===== src/rtl/rename_pkg.sv =====
package rename_pkg;
  // Default sizing shared by the block and its bench
  localparam int DEF_NUM_ARCH = 4;
  localparam int DEF_NUM_PHYS = 8;
  localparam int DEF_OPND_W   = 8;
endpackage


===== src/rtl/rn_map_table.sv =====
module rn_map_table #(
  parameter int NUM_ARCH = 4,
  parameter int NUM_PHYS = 8,
  parameter int N_RD     = 2,
  localparam int ARCH_W  = $clog2(NUM_ARCH),
  localparam int PHYS_W  = $clog2(NUM_PHYS)
) (
  input  logic                         clk,
  input  logic                         rst,
  input  logic [N_RD-1:0][ARCH_W-1:0]  rd_name,
  output logic [N_RD-1:0][PHYS_W-1:0]  rd_phys,
  input  logic                         wr_en,
  input  logic [ARCH_W-1:0]            wr_name,
  input  logic [PHYS_W-1:0]            wr_phys
);
  logic [PHYS_W-1:0] map_q [NUM_ARCH];

  // Write port: identity mapping on reset, remap on allocation
  always_ff @(posedge clk) begin
    if (rst) begin
      for (int k = 0; k < NUM_ARCH; k++) map_q[k] <= PHYS_W'(k);
    end else if (wr_en) begin
      map_q[wr_name] <= wr_phys;
    end
  end

  // Asynchronous read ports (distributed memory style)
  for (genvar r = 0; r < N_RD; r++) begin : g_rd
    assign rd_phys[r] = map_q[rd_name[r]];
  end
endmodule


===== src/rtl/rn_free_list.sv =====
module rn_free_list #(
  parameter int NUM_ARCH = 4,
  parameter int NUM_PHYS = 8,
  localparam int PHYS_W  = $clog2(NUM_PHYS),
  localparam int CNT_W   = PHYS_W + 1,
  localparam int INIT_FREE = NUM_PHYS - NUM_ARCH
) (
  input  logic              clk,
  input  logic              rst,
  input  logic              pop,
  output logic [PHYS_W-1:0] pop_data,
  output logic              has_free,
  input  logic              push,
  input  logic [PHYS_W-1:0] push_data
);
  localparam logic [PHYS_W-1:0] LAST_IDX = PHYS_W'(NUM_PHYS - 1);

  logic [PHYS_W-1:0] slot_q [NUM_PHYS];
  logic [PHYS_W-1:0] head_q, tail_q;
  logic [CNT_W-1:0]  cnt_q;
  logic              push_ok, pop_ok;

  // Location 0 never enters the pool
  assign push_ok  = push && (push_data != '0);
  assign pop_ok   = pop && (cnt_q != '0);
  assign has_free = (cnt_q != '0);
  assign pop_data = slot_q[head_q];

  always_ff @(posedge clk) begin
    if (rst) begin
      for (int i = 0; i < NUM_PHYS; i++)
        slot_q[i] <= (i < INIT_FREE) ? PHYS_W'(NUM_ARCH + i) : '0;
    end else if (push_ok) begin
      slot_q[tail_q] <= push_data;
    end
  end

  always_ff @(posedge clk) begin
    if (rst) begin
      head_q <= '0;
      tail_q <= PHYS_W'(INIT_FREE % NUM_PHYS);
      cnt_q  <= CNT_W'(INIT_FREE);
    end else begin
      if (pop_ok)  head_q <= (head_q == LAST_IDX) ? '0 : head_q + 1'b1;
      if (push_ok) tail_q <= (tail_q == LAST_IDX) ? '0 : tail_q + 1'b1;
      cnt_q <= cnt_q + CNT_W'(push_ok) - CNT_W'(pop_ok);
    end
  end
endmodule


===== src/rtl/rn_src_sel.sv =====
module rn_src_sel #(
  parameter int OPND_W = 8,
  parameter int PHYS_W = 3
) (
  input  logic [OPND_W-1:0] opnd,
  input  logic              is_imm,
  input  logic [PHYS_W-1:0] mapped,
  output logic [OPND_W-1:0] value,
  output logic              is_const
);
  always_comb begin
    value    = is_imm ? opnd : OPND_W'(mapped);
    is_const = is_imm;
  end
endmodule


===== src/rtl/rename_unit.sv =====
module rename_unit import rename_pkg::*; #(
  parameter int NUM_ARCH = DEF_NUM_ARCH,
  parameter int NUM_PHYS = DEF_NUM_PHYS,
  parameter int OPND_W   = DEF_OPND_W,
  localparam int ARCH_W  = $clog2(NUM_ARCH),
  localparam int PHYS_W  = $clog2(NUM_PHYS)
) (
  input  logic              clk,
  input  logic              rst,
  input  logic              in_valid,
  input  logic [OPND_W-1:0] src1_opnd,
  input  logic              src1_imm,
  input  logic [OPND_W-1:0] src2_opnd,
  input  logic              src2_imm,
  input  logic              dst_en,
  input  logic [ARCH_W-1:0] dst_name,
  input  logic              rel_valid,
  input  logic [PHYS_W-1:0] rel_phys,
  output logic              rename_ready,
  output logic              out_valid,
  output logic [OPND_W-1:0] out_src1,
  output logic              out_src1_const,
  output logic [OPND_W-1:0] out_src2,
  output logic              out_src2_const,
  output logic              out_dst_valid,
  output logic [PHYS_W-1:0] out_dst
);
  localparam int N_SRC = 2;

  logic                         accept, alloc;
  logic [PHYS_W-1:0]            fresh_phys;
  logic [N_SRC-1:0][ARCH_W-1:0] rd_name;
  logic [N_SRC-1:0][PHYS_W-1:0] rd_phys;
  logic [OPND_W-1:0]            opnd_in  [N_SRC];
  logic                         imm_in   [N_SRC];
  logic [OPND_W-1:0]            sel_val  [N_SRC];
  logic                         sel_cnst [N_SRC];

  assign accept = in_valid && rename_ready;
  assign alloc  = accept && dst_en;

  assign opnd_in[0] = src1_opnd;
  assign opnd_in[1] = src2_opnd;
  assign imm_in[0]  = src1_imm;
  assign imm_in[1]  = src2_imm;

  rn_free_list #(.NUM_ARCH(NUM_ARCH), .NUM_PHYS(NUM_PHYS)) u_free (
    .clk      (clk),
    .rst      (rst),
    .pop      (alloc),
    .pop_data (fresh_phys),
    .has_free (rename_ready),
    .push     (rel_valid),
    .push_data(rel_phys)
  );

  // Reads see the table before this cycle's write lands
  rn_map_table #(.NUM_ARCH(NUM_ARCH), .NUM_PHYS(NUM_PHYS), .N_RD(N_SRC)) u_map (
    .clk    (clk),
    .rst    (rst),
    .rd_name(rd_name),
    .rd_phys(rd_phys),
    .wr_en  (alloc),
    .wr_name(dst_name),
    .wr_phys(fresh_phys)
  );

  for (genvar s = 0; s < N_SRC; s++) begin : g_src
    assign rd_name[s] = opnd_in[s][ARCH_W-1:0];
    rn_src_sel #(.OPND_W(OPND_W), .PHYS_W(PHYS_W)) u_sel (
      .opnd    (opnd_in[s]),
      .is_imm  (imm_in[s]),
      .mapped  (rd_phys[s]),
      .value   (sel_val[s]),
      .is_const(sel_cnst[s])
    );
  end

  always_ff @(posedge clk) begin
    if (rst) begin
      out_valid      <= 1'b0;
      out_src1       <= '0;
      out_src1_const <= 1'b0;
      out_src2       <= '0;
      out_src2_const <= 1'b0;
      out_dst_valid  <= 1'b0;
      out_dst        <= '0;
    end else begin
      out_valid <= accept;
      if (accept) begin
        out_src1       <= sel_val[0];
        out_src1_const <= sel_cnst[0];
        out_src2       <= sel_val[1];
        out_src2_const <= sel_cnst[1];
        out_dst_valid  <= dst_en;
        out_dst        <= dst_en ? fresh_phys : '0;
      end
    end
  end
endmodule


===== config.mk =====
export PLATFORM = sky130hd
export DESIGN_NAME = rename_unit
export DESIGN_NICKNAME = d
export VERILOG_FILES = /design/src/rtl/rename_pkg.sv /design/src/rtl/rn_map_table.sv /design/src/rtl/rn_free_list.sv /design/src/rtl/rn_src_sel.sv /design/src/rtl/rename_unit.sv
export SDC_FILE = /design/constraint.sdc
export NUM_CORES = 1
export LEC_CHECK = 0
export ABC_AREA = 0
export ABC_CLOCK_PERIOD_IN_PS = 7600
export CAP_MARGIN = 20
export CORE_MARGIN = 5
export CORE_UTILIZATION = 40
export CTS_CLUSTER_SIZE = 10
export DETAILED_ROUTE_END_ITERATION = 16
export GPL_ROUTABILITY_DRIVEN = 0
export PLACE_DENSITY_LB_ADDON = 0.12
export SLEW_MARGIN = 5
export SYNTH_ARGS = -nofsm -noshare
export SYNTH_HDL_FRONTEND = slang
export SYNTH_SLANG_ARGS = --single-unit

===== constraint.sdc =====
create_clock -name clk -period 7.6 [get_ports clk]
set_clock_uncertainty 0.1 [all_clocks]
set_input_delay 1.14 -clock clk [delete_from_list [all_inputs] [get_ports clk]]
set_output_delay 1.14 -clock clk [all_outputs]
set_load 0.1 [all_outputs]

==> results.tsv <==
metric	value	unit
dominant cells by area after synthesis	edfxtp_1, dfxtp_1, mux4_2	
Max VDD drop	0.116	mV
I/O Pins	52	
Post-Syn Area	3340	µm²
Detail Placement HPWL	5.08	mm
Initial Util	40.8	%
final wirelength	6.96	mm
top cells by count, synth	nand2_1, dfxtp_1, edfxtp_1	
Avg Vias per Cell	5.04	
Post-Place Setup Slack	3.98	ns
Leakage	1.46	nW
# DRC	0	
row cnt	33	
port bufs	51	
Post-synth top flop	edfxtp_1	
die height	101	µm
CP Class	register to primary output	
Max transition margin	33.5	%
multi-input logic area	1390	µm²
clock transition at the registers of the reported paths	0.08	ns
DIE WIDTH	101	µm
proportion of layout cells with a drive suffix above 1	16.0	%
sequential cell area	1800	µm²
Critical Path RT	6.36	ns
total power	1.00	mW
Mapped Cells	297	
most frequent cell after synthesis	nand2_1	
max-slew violations	0	
Peak Freq	278	MHz
post-synthesis cell type count	45	
#FFs+latches synth	72	
crit path capture type	primary output	
Hold WC Path Type	register to register	
initial antenna violation count	0	
CTS tree	yes	
# diodes	0	
Post-Synthesis Net Count	335	
Root Driver	clkbuf_8	
Critical R2R Capture	u_free.cnt_q[2]$_SDFF_PP1_	
Area Growth Syn to Fin	22.3	%
Startpoint Class	register	
# setup viols final	0	
cts hold-fix bufs	0	
CTS Buf Count	9	
run status	completed	
minimum clock period	3.60	ns
initial drt markers	109	
die area	10300	µm²
Overflow after GRT	0	
Worst Tran Pin Value	0.995	ns
area leader, netlist	edfxtp_1	
first-pass GRT wire length	11.6	mm
post-synthesis async set-or-reset flop share	0	%
top cell type's share of synthesized area	32.4	%
worst skew pair latency	0.35	ns
setup slack, reg-to-reg	4.85	ns
EDFF count, synth	36	
Power Density	246	nW/µm²
WP data arrival	2.36	ns
CTS Sinks	72	
fin crit share	47.3	%
largest net degree at the start of global routing	37	
Critical R2R Launch	u_free.cnt_q[2]$_SDFF_PP1_	
Hold EP	out_src2[6]$_SDFFE_PP0N_	
TNS Setup	0	ns
register area share after synthesis	54.0	%
dpl cells	438	
wire per inst	15.3	µm
Final Hold Vio Count	0	
Antenna Violating Nets Remaining	0	
Core Region	8180	µm²
Avg Cell Area, Syn	11.2	µm²
synth warn	0	
worst hold slack	0.352	ns
postcts setup bufs	0	
Final Non-Filler Cells	454	
RSZ-0062 raised after global routing	false	
CTS HTree Levels	3	
clk buf depth	2	
post-CTS sizing	0	
# fillers	771	
hold_sp	out_src2[6]$_SDFFE_PP0N_	
Nets	382	
hold path cells	2	
Reg2Reg Depth	11	
CP Max Fanout	5	
setup ws final	4.00	ns
vias in the first global route	2359	
via count	2286	
Total GRT Usage	14.7	%
TritonRoute pass-1 iters	4	
Max Cap Viol	0	
## worst max-delay path by stage
stage | from | to | cells after the start
5_1_grt | u_free.cnt_q[2]$_SDFF_PP1_ | rename_ready | 4
3_5_place_dp | rst | u_map.map_q[2][1]$_SDFFCE_PN1P_ | 6
6_report | u_free.cnt_q[2]$_SDFF_PP1_ | rename_ready | 4
3_3_place_gp | rst | u_map.map_q[2][0]$_SDFFCE_PN0P_ | 6
4_1_cts | u_free.cnt_q[2]$_SDFF_PP1_ | rename_ready | 4
2_1_floorplan | rel_phys[1] | u_free.cnt_q[2]$_SDFF_PP1_ | 8
## metal layers
layer  track usage (%)  vias to the layer above  share of wire [%]
li1                  -                     1148                  -
met5                 0                        -                  0
met2              26.8                       45                 53
met3              4.68                        8                5.0
met4              4.29                        0                1.3
met1              16.3                     1085                 41
## layout make-up
cell class / count / share of cell area (%)
multi-input combinational: 196 / 34.2
timing repair buffer: 52 / 12.7
clock buffer: 10 / 3.65
inverter: 13 / 1.20
clock inverter: 6 / 0.920
sequential: 72 / 44.2
tap: 105 / 3.22
## stage by stage
stage	util, %	area (µm²)
6_report	49.9	4080
5_1_grt	49.9	4080
4_1_cts	49.9	4080
3_5_place_dp	47.6	3890
3_3_place_gp	47.6	3890
2_1_floorplan	-	3340
## worst max-delay path, cell delays in order, from the launching register on
cell,delay (ns)
dfxtp_1,0.31
inv_1,0.06
ha_1,0.18
or3b_1,0.28
clkdlybuf4s50_1,1.18
## cells by family after synthesis
logic type                 share of synthesized area (%)
AOI/OAI and AO/OA                                   7.58
DFF                                                 54.0
muxes                                               9.68
buffers and inverters                               4.20
and+or+nand+nor                                     20.0
adders and majority gates                           3.98
xor gates and xnor gates                           0.525
## cells in the final DEF, fill, tap and decap left out, types with 6 or more instances in the layout
cell and instances:
mux2i_1 7, ha_1 9, nor3_1 7, edfxtp_1 36, clkbuf_8 9, nand2_1 38, and2_2 7, nand3_1 16
o21ai_0 7, nor2_1 13, clkdlybuf4s50_1 51, inv_1 13, a21oi_1 23, dfxtp_1 36, mux4_2 8, nand2b_1 6
or2_2 7
## report_power, final
group,switching [mW],internal [mW]
clock network,0.149,0.139
logic,0.175,0.0862
registers,0.0173,0.436
total,0.341,0.661
## state kept, by name, indices dropped and copies added (netlist names), named ones only
name,cells
out_valid,1
u_free.slot_q,24
out_dst,3
u_free.cnt_q,4
out_src2_const,1
u_free.head_q,3
u_free.tail_q,3
out_src1_const,1
u_map.map_q,12
out_src2,8
out_src1,8
out_dst_valid,1
No activity file was read; power rests on OpenSTA's default activity.
